`src/rtl/pm_sci_pkg.sv`:
```
package pm_sci_pkg;
    localparam int unsigned REG_W   = 16;
    localparam int unsigned BUS_W   = 32;
    localparam int unsigned LANES   = BUS_W / 8;

    localparam int unsigned POS_TMR = 0;
    localparam int unsigned POS_GBL = 5;
    localparam int unsigned POS_PWR = 8;
    localparam int unsigned POS_RTC = 10;

    localparam logic [REG_W-1:0] IMPL_MASK =
        REG_W'((1 << POS_TMR) | (1 << POS_GBL) | (1 << POS_PWR) | (1 << POS_RTC));

    typedef enum logic [1:0] {
        REG_EVT  = 2'd0,
        REG_CTL  = 2'd1,
        REG_TMR  = 2'd2,
        REG_NONE = 2'd3
    } pm_reg_e;
endpackage

```
`src/rtl/pm_addr_decode.sv`:
```
module pm_addr_decode
    import pm_sci_pkg::*;
#(
    parameter int unsigned ADDR_W    = 16,
    parameter int unsigned WIN_BYTES = 64
) (
    input  logic [31:0]       cfg_base,
    input  logic              cfg_win_en,
    input  logic [ADDR_W-1:0] io_addr,
    output logic              hit,
    output pm_reg_e           reg_sel
);
    localparam int unsigned OFF_W = $clog2(WIN_BYTES);
    localparam int unsigned DW_W  = OFF_W - 2;

    logic [DW_W-1:0] dword;
    logic            unused_bits;

    assign unused_bits = ^{cfg_base[31:ADDR_W], cfg_base[OFF_W-1:0], io_addr[1:0]};

    assign hit   = cfg_win_en && (io_addr[ADDR_W-1:OFF_W] == cfg_base[ADDR_W-1:OFF_W]);
    assign dword = io_addr[OFF_W-1:2];

    always_comb begin
        unique case (dword)
            DW_W'(0): reg_sel = REG_EVT;
            DW_W'(1): reg_sel = REG_CTL;
            DW_W'(2): reg_sel = REG_TMR;
            default:  reg_sel = REG_NONE;
        endcase
    end
endmodule

```
`src/rtl/pm_evt_regs.sv`:
```
module pm_evt_regs
    import pm_sci_pkg::*;
(
    input  logic             clk,
    input  logic             rst_n,
    input  logic [REG_W-1:0] evt_vec,
    input  logic [REG_W-1:0] sts_clr,
    input  logic [REG_W-1:0] en_wmask,
    input  logic [REG_W-1:0] en_wdata,
    output logic [REG_W-1:0] sts_q,
    output logic [REG_W-1:0] en_q
);
    for (genvar i = 0; i < REG_W; i++) begin : g_bit
        if (IMPL_MASK[i]) begin : g_impl
            always_ff @(posedge clk) begin
                if (!rst_n) begin
                    sts_q[i] <= 1'b0;
                    en_q[i]  <= 1'b0;
                end else begin
                    // a new event outranks a clear in the same cycle
                    sts_q[i] <= evt_vec[i] | (sts_q[i] & ~sts_clr[i]);
                    if (en_wmask[i]) begin
                        en_q[i] <= en_wdata[i];
                    end
                end
            end
        end else begin : g_none
            logic unused_in;
            assign unused_in = evt_vec[i] ^ sts_clr[i] ^ en_wmask[i] ^ en_wdata[i];
            assign sts_q[i]  = 1'b0;
            assign en_q[i]   = 1'b0;
        end
    end
endmodule

```
`src/rtl/pm_timer.sv`:
```
module pm_timer #(
    parameter int unsigned TMR_W = 24
) (
    input  logic             clk,
    input  logic             rst_n,
    output logic [TMR_W-1:0] count_q,
    output logic             wrap
);
    assign wrap = &count_q;

    always_ff @(posedge clk) begin
        if (!rst_n) begin
            count_q <= '0;
        end else begin
            count_q <= count_q + 1'b1;
        end
    end
endmodule

```
`src/rtl/pm_sci_top.sv`:
```
module pm_sci_top
    import pm_sci_pkg::*;
#(
    parameter int unsigned ADDR_W    = 16,
    parameter int unsigned WIN_BYTES = 64,
    parameter int unsigned TMR_W     = 24
) (
    input  logic              clk,
    input  logic              rst_n,
    input  logic [31:0]       cfg_base,
    input  logic              cfg_win_en,
    input  logic [ADDR_W-1:0] io_addr,
    input  logic              io_rd,
    input  logic              io_wr,
    input  logic [3:0]        io_be,
    input  logic [31:0]       io_wdata,
    output logic [31:0]       io_rdata,
    output logic              io_hit,
    input  logic              evt_gbl,
    input  logic              evt_pwrbtn,
    input  logic              evt_rtc,
    output logic              sci,
    output logic              tmr_arm
);
    pm_reg_e          reg_sel;
    logic             wr_evt;
    logic             wr_ctl;
    logic [REG_W-1:0] lo_mask;
    logic [REG_W-1:0] hi_mask;
    logic [REG_W-1:0] evt_vec;
    logic [REG_W-1:0] sts_clr;
    logic [REG_W-1:0] en_wmask;
    logic [REG_W-1:0] sts_q;
    logic [REG_W-1:0] en_q;
    logic [REG_W-1:0] ctl_q;
    logic [TMR_W-1:0] tmr_q;
    logic             tmr_wrap;

    pm_addr_decode #(.ADDR_W(ADDR_W), .WIN_BYTES(WIN_BYTES)) u_dec (
        .cfg_base   (cfg_base),
        .cfg_win_en (cfg_win_en),
        .io_addr    (io_addr),
        .hit        (io_hit),
        .reg_sel    (reg_sel)
    );

    pm_timer #(.TMR_W(TMR_W)) u_tmr (
        .clk     (clk),
        .rst_n   (rst_n),
        .count_q (tmr_q),
        .wrap    (tmr_wrap)
    );

    assign lo_mask = {{8{io_be[1]}}, {8{io_be[0]}}};
    assign hi_mask = {{8{io_be[3]}}, {8{io_be[2]}}};
    assign wr_evt  = io_wr && io_hit && (reg_sel == REG_EVT);
    assign wr_ctl  = io_wr && io_hit && (reg_sel == REG_CTL);

    always_comb begin
        evt_vec          = '0;
        evt_vec[POS_TMR] = tmr_wrap;
        evt_vec[POS_GBL] = evt_gbl;
        evt_vec[POS_PWR] = evt_pwrbtn;
        evt_vec[POS_RTC] = evt_rtc;
    end

    assign sts_clr  = wr_evt ? (lo_mask & io_wdata[REG_W-1:0]) : '0;
    assign en_wmask = wr_evt ? hi_mask : '0;

    pm_evt_regs u_regs (
        .clk      (clk),
        .rst_n    (rst_n),
        .evt_vec  (evt_vec),
        .sts_clr  (sts_clr),
        .en_wmask (en_wmask),
        .en_wdata (io_wdata[BUS_W-1:REG_W]),
        .sts_q    (sts_q),
        .en_q     (en_q)
    );

    always_ff @(posedge clk) begin
        if (!rst_n) begin
            ctl_q <= '0;
        end else if (wr_ctl) begin
            ctl_q <= (ctl_q & ~lo_mask) | (io_wdata[REG_W-1:0] & lo_mask);
        end
    end

    always_comb begin
        io_rdata = '0;
        if (io_rd && io_hit) begin
            unique case (reg_sel)
                REG_EVT:  io_rdata = {en_q, sts_q};
                REG_CTL:  io_rdata = {{(BUS_W-REG_W){1'b0}}, ctl_q};
                REG_TMR:  io_rdata = BUS_W'(tmr_q);
                REG_NONE: io_rdata = '0;
            endcase
        end
    end

    assign sci     = |(sts_q & en_q & IMPL_MASK);
    assign tmr_arm = en_q[POS_TMR] & ~sts_q[POS_TMR];
endmodule

```
`config.mk`:
```
export PLATFORM = sky130hd
export DESIGN_NAME = pm_sci_top
export DESIGN_NICKNAME = d
export VERILOG_FILES = /design/src/rtl/pm_sci_pkg.sv /design/src/rtl/pm_addr_decode.sv /design/src/rtl/pm_evt_regs.sv /design/src/rtl/pm_timer.sv /design/src/rtl/pm_sci_top.sv
export SDC_FILE = /design/constraint.sdc
export NUM_CORES = 1
export LEC_CHECK = 0
export BUFFER_PORTS_ARGS = -buffer_cell sky130_fd_sc_hd__buf_4
export CORE_ASPECT_RATIO = 0.6
export CORE_UTILIZATION = 49
export CTS_BUF_LIST = sky130_fd_sc_hd__clkbuf_4 sky130_fd_sc_hd__clkbuf_8
export CTS_CLUSTER_SIZE = 30
export DETAILED_ROUTE_END_ITERATION = 8
export PLACE_DENSITY_LB_ADDON = 0.3
export SLEW_MARGIN = 15
export SYNTH_ARGS = -nofsm -noshare
export SYNTH_HDL_FRONTEND = slang
export SYNTH_SLANG_ARGS = --single-unit
export TNS_END_PERCENT = 100
```
`constraint.sdc`:
```
create_clock -name clk -period 2.2 [get_ports clk]
set_input_delay 0 -clock clk [delete_from_list [all_inputs] [get_ports clk]]
set_output_delay 0 -clock clk [all_outputs]
set_load 0.005 [all_outputs]
```
==> results of run 1 <==
stage by stage:
step / utilization, % / cells / power (W) / area, um2
CTS: 72.3 / 479 / 0.00168 / 3800
global route: 72.3 / 479 / 0.00174 / 3800
detailed placement: 66.0 / 448 / 0.00110 / 3470
global placement: 66.0 / 448 / 0.00109 / 3470
floorplan: - / 304 / 0.000991 / 2790
finish: 72.3 / 479 / 0.00167 / 3800
metal layers:
metal | vias up | track usage, %
li1 | 1257 | -
met1 | 1138 | 35.0
met2 | 78 | 42.2
met3 | 4 | 4.56
met4 | 0 | 3.78
met5 | - | 0
report_power, final:
group	switching (W)	internal, W	total (W)
sequential	0.00000946	0.000877	0.000886
clock	0.000289	0.000268	0.000557
combinational	0.0000940	0.000134	0.000228
total	0.000393	0.00128	0.00167
final cells by class:
cell class / instances / area, um2 / share of cell area [%]
multi-input cells: 234 / 1700 / 44.7
flip-flops and latches: 48 / 961 / 25.3
repair buffers: 117 / 936 / 24.6
clock buffers: 7 / 90.1 / 2.37
well taps: 66 / 82.6 / 2.17
inverters: 6 / 22.5 / 0.593
clock inverters: 1 / 7.51 / 0.198
cell families after synthesis:
group                      count (synthesis)  share of synthesized area, %
DFF                                       48                          34.6
other                                      1                         0.135
adders and majority gates                  1                         0.451
and+or+nand+nor                          141                          33.1
xor gates and xnor gates                  30                          10.3
buffers and inverters                     22                          4.78
muxes                                     22                          7.94
AOI/OAI and AO/OA                         34                          8.66
what timing repair did:
| action | 4_1_cts | 5_1_grt |
|---|---|---|
| hold buffers | 23 | 0 |
| resized for setup | 0 | 0 |
| hold endpoints to repair | 23 | 0 |
| setup endpoints to repair | 0 | 0 |
worst reg2reg max path: stages, from the launching register on:
cell and delay [ps]:
dfxtp_1 390, ha_1 230, nand4_1 260, nor4_2 300, buf_4 200, nand4_1 130
xnor2_1 150, and2_1 150
worst paths after layout:
kind,start,endpoint,slack [ps],cells past startpoint
setup / recovery,u_tmr.count_q[1],u_tmr.count_q[22],280,7
hold reg to reg,u_regs.en_q[10],u_regs.en_q[10],480,2
hold / removal,io_wdata[14],flip-flop,-3,3
setup reg to reg,u_tmr.count_q[1],u_tmr.count_q[22],280,7
placed cells by master, fill, tap and decap left out, types with 4 or more instances in the layout:
cell type	n
a22oi_1	14
a41oi_1	4
and2_1	27
and3_1	5
buf_4	94
clkbuf_8	6
conb_1	6
dfxtp_1	48
dlygate4sd3_1	23
inv_1	6
mux2i_1	22
nand2_1	20
nand2b_1	4
nand3_1	13
nand4_1	6
nor2_1	13
nor2_4	10
nor2b_1	20
nor3_1	6
o21ai_0	7
xnor2_1	21
xor2_1	6
==> flow_summary.toml, run 1 <==
[status]
status = "finished, violations left"
violations = "negative hold slack"

[synthesis]
synth_cells = 299
yosysMostFrequentCell = "dfxtp_1"
yosysTopAreaCellShare_pct = 34.6
synth-seq-area-share_pct = 34.6
ys_top_cells_by_area = "dfxtp_1 35%, mux2i_1 7.9%, xnor2_1 6.6%"
async_reset_ff_share_pct = 0
synth_warnings = 0
ys_types = 43
ys_ff_latch = 48
synth_edf_count = 0
syn_avg_cell_area_um2 = 9.28
ys.flop_type = "dfxtp_1"
yosysTopAreaCell = "dfxtp_1"
synthTopCellsByCount = "48 x dfxtp_1, 27 x and2_1, 22 x mux2i_1"
syn_area_mm2 = 0.00277

[final_layout]
drive_gt1_share_pct = 30.3
fillCellCount = 404
area_delta_synth_final_pct = 36.9
antennaDiodeCount = 0
nNetsFinal = 505

[timing]
tns_ps = 0
rsz0062_at_grt = "no"
max_freq_ghz = 0.521
timing.final.crit_share_pct = 87.2
hold_viol_final = 1
worst-slew-pin-transition_ps = 582
clock_skew_ps = 4.75
setup_viol_count_final = 0
fin_hold_ws_ps = -3.26
max-slew-margin-rel_pct = 60.9
fin_crit_ps = 1920
fin_ws_ps = 282
finalMaxSlewViolations = 0

[route]
wl_met1_um = 3620
met3_length_um = 354
wl_per_cell_um = 14.8
wl_met2_um = 3100
top_layer_used = "met4"
antenna_left = 0
drtPass1Iterations = 4
wl_um = 7090
initialDrtViolationCount = 90
viasPerCell = 5.17
drc_errors = 0
via_count = 2477

[die]
core_mm2 = 0.00526
rows = 20
die-area_mm2 = 0.00598
die_x_um = 99.1
initial_core_util_pct = 52.8
ios = 127
die_h_um = 60.3

[worst_setup_path]
required_ps = 2400
cp_top_family = "simple AND/OR/NAND/NOR gates"
max_stage_delay_ps = 390
worst-path-buf-inv = 1
cp_common_cell = "nand4_1"
crit_type = "flip-flop to flip-flop"
critPathSlowestCell = "dfxtp_1"
path_cells = "ha_1 > nand4_1 > nor4_2 > buf_4 > nand4_1 > xnor2_1 > and2_1"
critPathArrivalTime_ps = 2120
cp-start-kind = "flip-flop"
critPathCaptureType = "flip-flop"
critical_path_peak_fanout = 7

[pwr]
power.density_mw_per_mm2 = 440
worst_ir_drop_vdd_v = 0.000321
power_leakage_nw = 1.51

[placed_design]
routabilityCongestion = 0.802
hpwl_um = 5090
portBuffers = 84
pre_cts_ws_ps = 351

[global_route]
grt_usage_pct = 25.2
globalRouteOverflowTotal = 0
grt_pass1_wl_um = 11600
grt_pass1_vias = 2310
antenna_found_initial = 0
grt_start_max_net_pins = 54

[clocking]
cts_tree = "yes"
cts_buffers = 5
cts_root_buffer = "clkbuf_8"
cts_buffer_depth = 2
cts_sinks = 48
htree_levels = 2
clk_latency_ps = 300
path_clk_slew_ps = 90
cts_setup_buffers = 0

[worst_hold_path]
hp-class = "primary input to flip-flop"

[job]
drv_cap = 0
(Power assumes the default switching activity.)
==> run 2, diff against run 1 <==
Settings changed: ABC_AREA from default to 1, CORE_UTILIZATION 49 to 50.
==> run 2 against run 1 <==
Compared with the run above: the flow now finishes without violations; sequential power about the same; worst hold slack improved by 11 ps; final cell count increased by 32%; die area increased by 7.6%; flip-flop and latch count unchanged; maximum frequency increased by 12%; total power increased by 4.6%; clock skew increased by 6.1 ps; critical path type unchanged; highest routed layer unchanged.
==> flow_summary.toml, run 2 <==
[status]
status = "complete, no violations"

[worst_setup_path]
critPathSlowestCell = "dfxtp_1"
crit_type = "flip-flop to flip-flop"
critPathCaptureType = "flip-flop"
max_stage_delay_ps = 460
cp_common_cell = "nand2_1"
critical_path_peak_fanout = 6
critPathArrivalTime_ps = 1950
required_ps = 2430
path_cells = "nand2_1 > nor2_1 > nand2_1 > nor4_1 > nand3_1 > a21oi_1"
r2r_cells = 6
cp-start-kind = "flip-flop"

[final_layout]
area_delta_synth_final_pct = 26.5
final_common_cell = "nand2_1"
layout_common_cells = "96 x nand2_1, 85 x buf_4, 81 x nor2_1, 73 x inv_1, 48 x dfxtp_1"
drive_gt1_share_pct = 23.8
final_core_util_pct = 67.4
antennaDiodeCount = 0
stdcell_area_mm2 = 0.00386
nNetsFinal = 643

[timing]
fin_crit_ps = 1720
max_freq_ghz = 0.582
rsz0062_at_grt = "no"
max-slew-margin-rel_pct = 63.1
finalMaxSlewViolations = 0
timing.final.crit_share_pct = 78.1
setup_viol_count_final = 0
tns_ps = 0
worst-slew-pin-transition_ps = 550
clock_skew_ps = 10.8
hold_viol_final = 0

[pwr]
worst_ir_drop_vdd_v = 0.000262
p_comb_share_pct = 12.3
power.density_mw_per_mm2 = 453
power_leakage_nw = 1.71
p_seq_share_pct = 50.7
clock_power_share_pct = 37.0
p_int_w = 0.00132
p_switching_w = 0.000431
switching_share_pct = 24.7

[synthesis]
synthTopCellsByCount = "96 x nand2_1, 81 x nor2_1, 73 x inv_1"
yosysMostFrequentCell = "nand2_1"
synth_warnings = 0
synth_cells = 469
ys_ff_latch = 48
ys_top_cells_by_area = "dfxtp_1 31%, nand2_1 12%, nor2_1 10%"
synth_edf_count = 0
async_reset_ff_share_pct = 0
ys.flop_type = "dfxtp_1"
syn_area_mm2 = 0.00305
ys_types = 34
synth-seq-area-share_pct = 31.5
yosysTopAreaCell = "dfxtp_1"
yosysTopAreaCellShare_pct = 31.5
syn_avg_cell_area_um2 = 6.51

[route]
drc_errors = 0
viasPerCell = 5.10
via_count = 3217
wl_um = 8070
wl_per_cell_um = 12.8
antenna_left = 0
drtPass1Iterations = 5
initialDrtViolationCount = 167

[clocking]
htree_levels = 2
cts_setup_buffers = 0
cts_buffer_depth = 2
cts_root_buffer = "clkbuf_8"
path_clk_slew_ps = 100
clk_latency_ps = 310
cts_buffers = 5
cts_sinks = 48
cts_tree = "yes"

[job]
drv_cap = 0

[global_route]
antenna_found_initial = 0
globalRouteOverflowTotal = 0
grt_pass1_wl_um = 13100
grt_pass1_vias = 2838
grt_usage_pct = 26.3
grt_start_max_net_pins = 32

[die]
initial_core_util_pct = 53.3
core_mm2 = 0.00573
rows = 21
die_h_um = 62.5
die_x_um = 103
die-area_mm2 = 0.00643
ios = 127

[placed_design]
hpwl_um = 6290
portBuffers = 84
postPlaceCellArea_mm2 = 0.00370
routabilityCongestion = 0.876

[worst_hold_path]
min_path_cells = 5
hp-class = "primary input to flip-flop"
==> run 2: changes by cell type in the layout (fill, tap and decap cells not counted), moves of 20 or more <==
cell     before  now
nor2_1       13   81
a21oi_1       2   27
mux2i_1      22    0
nor2b_1      20    0
inv_1         6   73
and2_1       27    0
nand2_1      20   96
==> run 2: repair_timing <==
action | in CTS | in global routing
hold buffers | 5 | 0
hold endpoints to repair | 7 | 0
resized for setup | 0 | 0
==> run 2: power by group through the flow <==
stage	combinational (W)	clock, W	sequential [W]
global route	0.000244	0.000688	0.000888
global placement	0.000203	0	0.000906
floorplan	0.000112	0	0.000904
finish	0.000215	0.000646	0.000886
detailed placement	0.000207	0	0.000907
CTS	0.000215	0.000652	0.000886
==> run 2: path summary, 6_finish.rpt <==
path / start / end / slack [ps]
setup / recovery: u_tmr.count_q[14] / u_tmr.count_q[23] / 480
hold reg to reg: flip-flop / flip-flop / 490
setup reg to reg: u_tmr.count_q[14] / u_tmr.count_q[23] / 480
hold / removal: io_wdata[9] / flip-flop / 7
==> run 2: per-stage QoR <==
stage	instances	hold slack (ps)	setup WS, ps	total power (W)
floorplan	474	125	730	0.00102
global placement	618	261	566	0.00111
detailed placement	618	264	503	0.00111
CTS	631	8.63	497	0.00175
global route	631	27.0	323	0.00182
finish	631	7.38	481	0.00175
==> run 2: layer usage <==
metal	part of all wire, %	global-route usage [%]	vias to the layer above
li1	-	-	1622
met1	50	39.3	1464
met2	43	39.5	122
met3	6.6	4.14	9
met4	0.88	5.63	0
met5	0	0	-
==> run 2: kinds of logic after synthesis <==
kind of cell	Yosys count	synth area share [%]
XOR/XNOR	10	3.12
other	1	0.123
adder cells (fa/ha/maj)	1	0.410
AO/OA/AOI/OAI	39	6.93
AND/OR/NAND/NOR	275	45.3
buffers and inverters	95	12.7
flip-flops	48	31.5
==> run 2: worst max-delay path: cells and delay by family (launching register included) <==
| family | cells | cell delay (ps) |
|---|---|---|
| simple gates | 5 | 1010 |
| flops | 1 | 460 |
| compound gates | 1 | 180 |
==> run 2: cell type report <==
class | instances | area, um2
clock buffers | 5 | 68.8
fillers | 528 | 1870
well taps | 80 | 100
multi-input cells | 331 | 1720
repair buffers | 90 | 688
inverters | 74 | 278
flip-flops and latches | 48 | 961
clock inverters | 3 | 42.5
